==> src/rtl/sepclk_bit_recover.sv <==
module sepclk_bit_recover #(
  parameter int WORD_BITS = 16
) (
  input  logic                 clk,
  input  logic                 rst_n,
  input  logic                 enable,
  input  logic                 clk_line,
  input  logic                 dat_line,
  output logic                 bit_strobe,
  output logic                 bit_value,
  output logic [WORD_BITS-1:0] word_out,
  output logic                 word_valid
);
  localparam int CNT_W = (WORD_BITS > 2) ? $clog2(WORD_BITS) : 1;
  localparam logic [CNT_W-1:0] LAST = CNT_W'(WORD_BITS - 1);

  logic                 clk_q, dat_q, det;
  logic [CNT_W-1:0]     cnt;
  logic [WORD_BITS-1:0] shreg, next_sh;
  logic                 clk_rise, clk_fall, dat_rise, bit_now;

  assign clk_rise = clk_line & ~clk_q;
  assign clk_fall = ~clk_line & clk_q;
  assign dat_rise = dat_line & ~dat_q;
  assign bit_now  = det | dat_rise;
  assign next_sh  = {shreg[WORD_BITS-2:0], bit_now};

  always_ff @(posedge clk) begin
    if (!rst_n) begin
      clk_q      <= 1'b0;
      dat_q      <= 1'b0;
      det        <= 1'b0;
      cnt        <= '0;
      shreg      <= '0;
      word_out   <= '0;
      word_valid <= 1'b0;
      bit_strobe <= 1'b0;
      bit_value  <= 1'b0;
    end else begin
      clk_q      <= clk_line;
      dat_q      <= dat_line;
      bit_strobe <= 1'b0;
      word_valid <= 1'b0;
      if (clk_fall)      det <= dat_rise;
      else if (dat_rise) det <= 1'b1;
      if (!enable) begin
        cnt <= '0;
      end else if (clk_rise) begin
        bit_strobe <= 1'b1;
        bit_value  <= bit_now;
        shreg      <= next_sh;
        if (cnt == LAST) begin
          cnt        <= '0;
          word_out   <= next_sh;
          word_valid <= 1'b1;
        end else begin
          cnt <= cnt + 1'b1;
        end
      end
    end
  end
endmodule

==> config.mk <==
export PLATFORM = sky130hd
export DESIGN_NAME = sepclk_bit_recover
export DESIGN_NICKNAME = d
export VERILOG_FILES = /design/src/rtl/sepclk_bit_recover.sv
export SDC_FILE = /design/constraint.sdc
export NUM_CORES = 1
export LEC_CHECK = 0
export BUFFER_PORTS_ARGS = -buffer_cell sky130_fd_sc_hd__clkbuf_2
export CORE_ASPECT_RATIO = 0.75
export CORE_MARGIN = 2
export CORE_UTILIZATION = 50
export DETAILED_ROUTE_END_ITERATION = 6
export PLACE_DENSITY = 0.68
export SETUP_SLACK_MARGIN = 0.1
export SLEW_MARGIN = 5
export SYNTH_ARGS = -nofsm -noshare
export SYNTH_HDL_FRONTEND = slang
export SYNTH_SLANG_ARGS = --single-unit
==> constraint.sdc <==
create_clock -name clk -period 2.2 [get_ports clk]
set_input_delay 0.44 -clock clk [delete_from_list [all_inputs] [get_ports clk]]
set_output_delay 0.44 -clock clk [all_outputs]
set_load 0.005 [all_outputs]
==> results.toml <==
[clock_tree]
tritoncts_clock_tree = "built"
clock_sink_count = 40
hold_buf_count_cts = 0
total_setup_buffers_inserted_after_cts = 0
post_cts_resized = 0
cts.clk_slew.worst_paths_ns = 0.07
clock_path_buffers = 2
clkLatencyLatePin_ns = 0.28
cts_buffers = 5
cts.htree.levels = 2
root_buffer = "sky130_fd_sc_hd__clkbuf_8"

[power_and_ir_drop]
peakVddDrop_mv = 0.4281
total_switching_power_uw = 272.1
power_per_cell_area_nw_per_um2 = 716.1
power.internal_uw = 1007
clock_network_fraction_of_design_power_pct = 38.2
leakagePower_uw = 0.0006808
fraction_of_power_spent_switching_nets_pct = 21.28
p_seq_share_pct = 57.5
comb_power_share_pct = 4.2

[global_route]
grt_overflow_total = 0
global_route.peak_usage_layer = "met2"
initial_antenna_violation_count = 0
grt_pass1_wl_um = 4726
fraction_of_met3_tracks_used_by_global_routing_pct = 7.742
globalRouteTotalUtil_pct = 18.10
met1_usage_in_global_routing_pct = 23.64
grt_pass1_vias = 1078
global_route.usage.met2_pct = 26.76
grt_max_degree = 34

[cells_and_area]
area.growth.synth_to_final_pct = 12.90
final_core_utilization_pct = 59.96
layout.nets = 200
diodes = 0
final_layout_size_suffix_gt1_share_pct = 16.92

[die]
io_pins = 24
initial_core_util_pct = 53.11
fp-row-count = 17
die_h_um = 52.71
core_area_um2 = 2978
floorplan.die.width_um = 68.94
floorplan.die_area_um2 = 3633

[placed_design]
hpwlAfterDp_um = 1808
globalplace.congestion = 0.7813
i_o_buffers = 23

[detailed_routing]
ant_nets = 0
detail_route.wirelength_um = 2642
avgViaCountPerCell = 4.966
detail_route.iter0.violations = 52
detail_route.wl_per_cell_um = 11.34
via_count = 1157
detailedRoute.firstPassIterationCount = 4
detail_route.drc_violations = 0

[min_path]
min_to = "dat_q"
hold_class = "primary input to register"
hold_path_depth = 2
hold_path.startpoint = "dat_line"

[timing]
rsz0062_at_grt = "no"
max_freq_mhz = 662.6
slew_headroom_pct = 62.34
worst_slew_pin_slew_ns = 0.5650
timing.final.setup_violations = 0
fin_hold_ws_ns = 0.3800
post-route-period-util_pct = 68.60
final.min_clock_period_ns = 1.509
setup_tns_ns = 0
drv_slew = 0
timing.clock.skew_ns = 0.002314
count_of_final_hold_check_violations = 0

[synthesis]
syn_nets = 178
post_synth_inst_count = 172
post_synth.cell_area_avg_um2 = 9.195
post_synth_instance_area_um2 = 1582
ys_seq_area_share_pct = 50.63
synthTopCellsByArea = "sky130_fd_sc_hd__dfxtp_1 51%, sky130_fd_sc_hd__nand2_1 15%, sky130_fd_sc_hd__mux2i_1 11%"
synth-seq-cells = 40
count_of_synthesis_stage_warnings_from_yosys = 0
number_of_distinct_standard_cells_referenced_by_the_synthesized_netlist = 25
synth_largest_type_area_fraction_pct = 50.63
post-synth-top-area-cell = "sky130_fd_sc_hd__dfxtp_1"

[worst_setup_path]
crit_path_start_kind = "register"
endpoint_of_the_worst_register_to_register_path = "word_out[4]"
worstPathRequired_ns = 2.41
worst_r2r_path_depth = 4
setup.worst_path.class = "register to register"
worst_path_fanout_max = 17
crit-reg2reg-launch = "cnt[0]"
cp.arrival_ns = 1.72
r2r_slack_ns = 0.69
critPathCaptureType = "register"

[status]
status = "finished, final reports clean"

[flow_run]
drv_cap = 0
-- cells in the final DEF (no fill, tap or decap), types with 2 or more instances in the layout --
master | netlist | layout
sky130_fd_sc_hd__nor2_1 | 3 | 3
sky130_fd_sc_hd__clkbuf_1 | 6 | 2
sky130_fd_sc_hd__nor2b_1 | 2 | 2
sky130_fd_sc_hd__a21boi_1 | 14 | 14
sky130_fd_sc_hd__mux2i_1 | 17 | 17
sky130_fd_sc_hd__clkbuf_2 | 0 | 23
sky130_fd_sc_hd__nand2b_1 | 2 | 2
sky130_fd_sc_hd__nand2_1 | 62 | 62
sky130_fd_sc_hd__nand3b_1 | 2 | 2
sky130_fd_sc_hd__buf_4 | 0 | 2
sky130_fd_sc_hd__clkbuf_8 | 0 | 6
sky130_fd_sc_hd__o21ai_0 | 2 | 2
sky130_fd_sc_hd__a21oi_1 | 4 | 4
sky130_fd_sc_hd__dfxtp_1 | 40 | 40
sky130_fd_sc_hd__and2_1 | 4 | 4
-- state kept, by name, summed over array words and instances, names as in the netlist --
register / count
word_out: 16
shreg: 15
cnt: 4
bit_strobe: 1
clk_q: 1
dat_q: 1
det: 1
word_valid: 1
-- cell families after synthesis --
| kind of cell | Yosys count | synth area share, % |
|---|---|---|
| adder cells (fa/ha/maj) | 1 | 0.7910 |
| AO/OA/AOI/OAI | 20 | 8.544 |
| flip-flops | 40 | 50.63 |
| AND/OR/NAND/NOR | 83 | 24.68 |
| multiplexers | 17 | 10.76 |
| XOR/XNOR | 1 | 0.5539 |
| buffers and inverters | 10 | 4.035 |
-- area by class of cell --
class	instances	area, um2
well taps	38	47.55
clock buffers	8	90.09
repair buffers	25	130.1
multi-input cells	122	716.9
fillers	264	1192
flip-flops and latches	40	800.8
-- per-layer routing --
| layer | up-vias | wire length, um | part of all wire [%] |
|---|---|---|---|
| li1 | 603 | - | - |
| met1 | 530 | 1391 | 53 |
| met2 | 19 | 1104 | 42 |
| met3 | 5 | 115 | 4.4 |
| met4 | 0 | 31 | 1.2 |
| met5 | - | 0 | 0 |
-- power groups by stage --
stage                     clock [uW]  combinational [uW]  sequential [uW]
after floorplan                    0                41.4              751
after global placement             0                52.8              752
after detailed placement           0                54.0              752
after CTS                        506                54.2              735
after global routing             544                60.8              736
final                            489                53.9              736
-- worst max-delay path by stage --
| stage | from | endpoint | slack [ns] | cells after the start |
|---|---|---|---|---|
| final | cnt[0] | word_out[4] | 0.69 | 4 |
| after floorplan | cnt[0] | word_out[10] | 0.88 | 5 |
| after detailed placement | clk_line | word_out[4] | 0.62 | 4 |
| after global routing | cnt[0] | word_out[4] | 0.51 | 4 |
| after global placement | clk_line | word_out[12] | 0.68 | 4 |
| after CTS | cnt[0] | word_out[4] | 0.66 | 4 |
-- synthesized netlist by cell type --
master,number
sky130_fd_sc_hd__a21boi_1,14
sky130_fd_sc_hd__buf_2,2
sky130_fd_sc_hd__mux2i_1,17
sky130_fd_sc_hd__or3_1,1
sky130_fd_sc_hd__o21ai_0,2
sky130_fd_sc_hd__xor2_1,1
sky130_fd_sc_hd__nor2b_1,2
sky130_fd_sc_hd__and2_1,4
sky130_fd_sc_hd__nand3_1,1
sky130_fd_sc_hd__ha_1,1
sky130_fd_sc_hd__nor2_8,1
sky130_fd_sc_hd__clkbuf_1,6
sky130_fd_sc_hd__and3b_1,1
sky130_fd_sc_hd__nor3b_1,1
sky130_fd_sc_hd__nor2_1,3
sky130_fd_sc_hd__nand3b_4,1
sky130_fd_sc_hd__nand2b_1,2
sky130_fd_sc_hd__buf_6,1
sky130_fd_sc_hd__a21oi_1,4
sky130_fd_sc_hd__or3b_1,1
sky130_fd_sc_hd__nand3b_1,2
sky130_fd_sc_hd__nor3_1,1
sky130_fd_sc_hd__nand2_1,62
sky130_fd_sc_hd__dfxtp_1,40
sky130_fd_sc_hd__buf_12,1
-- through the flow --
stage / total power (uW) / std cells / setup WS, ns / instance area (um2)
after floorplan: 792.8 / 172 / 0.8750 / 1582
after global placement: 805.0 / 225 / 0.6798 / 1695
after CTS: 1296 / 233 / 0.6635 / 1785
final: 1279 / 233 / 0.6908 / 1785
after detailed placement: 806.4 / 225 / 0.6221 / 1695
after global routing: 1341 / 233 / 0.5134 / 1785
-- critical path: stages, from the launching register on --
cell and delay, ns:
sky130_fd_sc_hd__dfxtp_1 0.39, sky130_fd_sc_hd__ha_1 0.22, sky130_fd_sc_hd__nand3_1 0.21, sky130_fd_sc_hd__nor2_8 0.36, sky130_fd_sc_hd__mux2i_1 0.24
(Power assumes the default switching activity.)
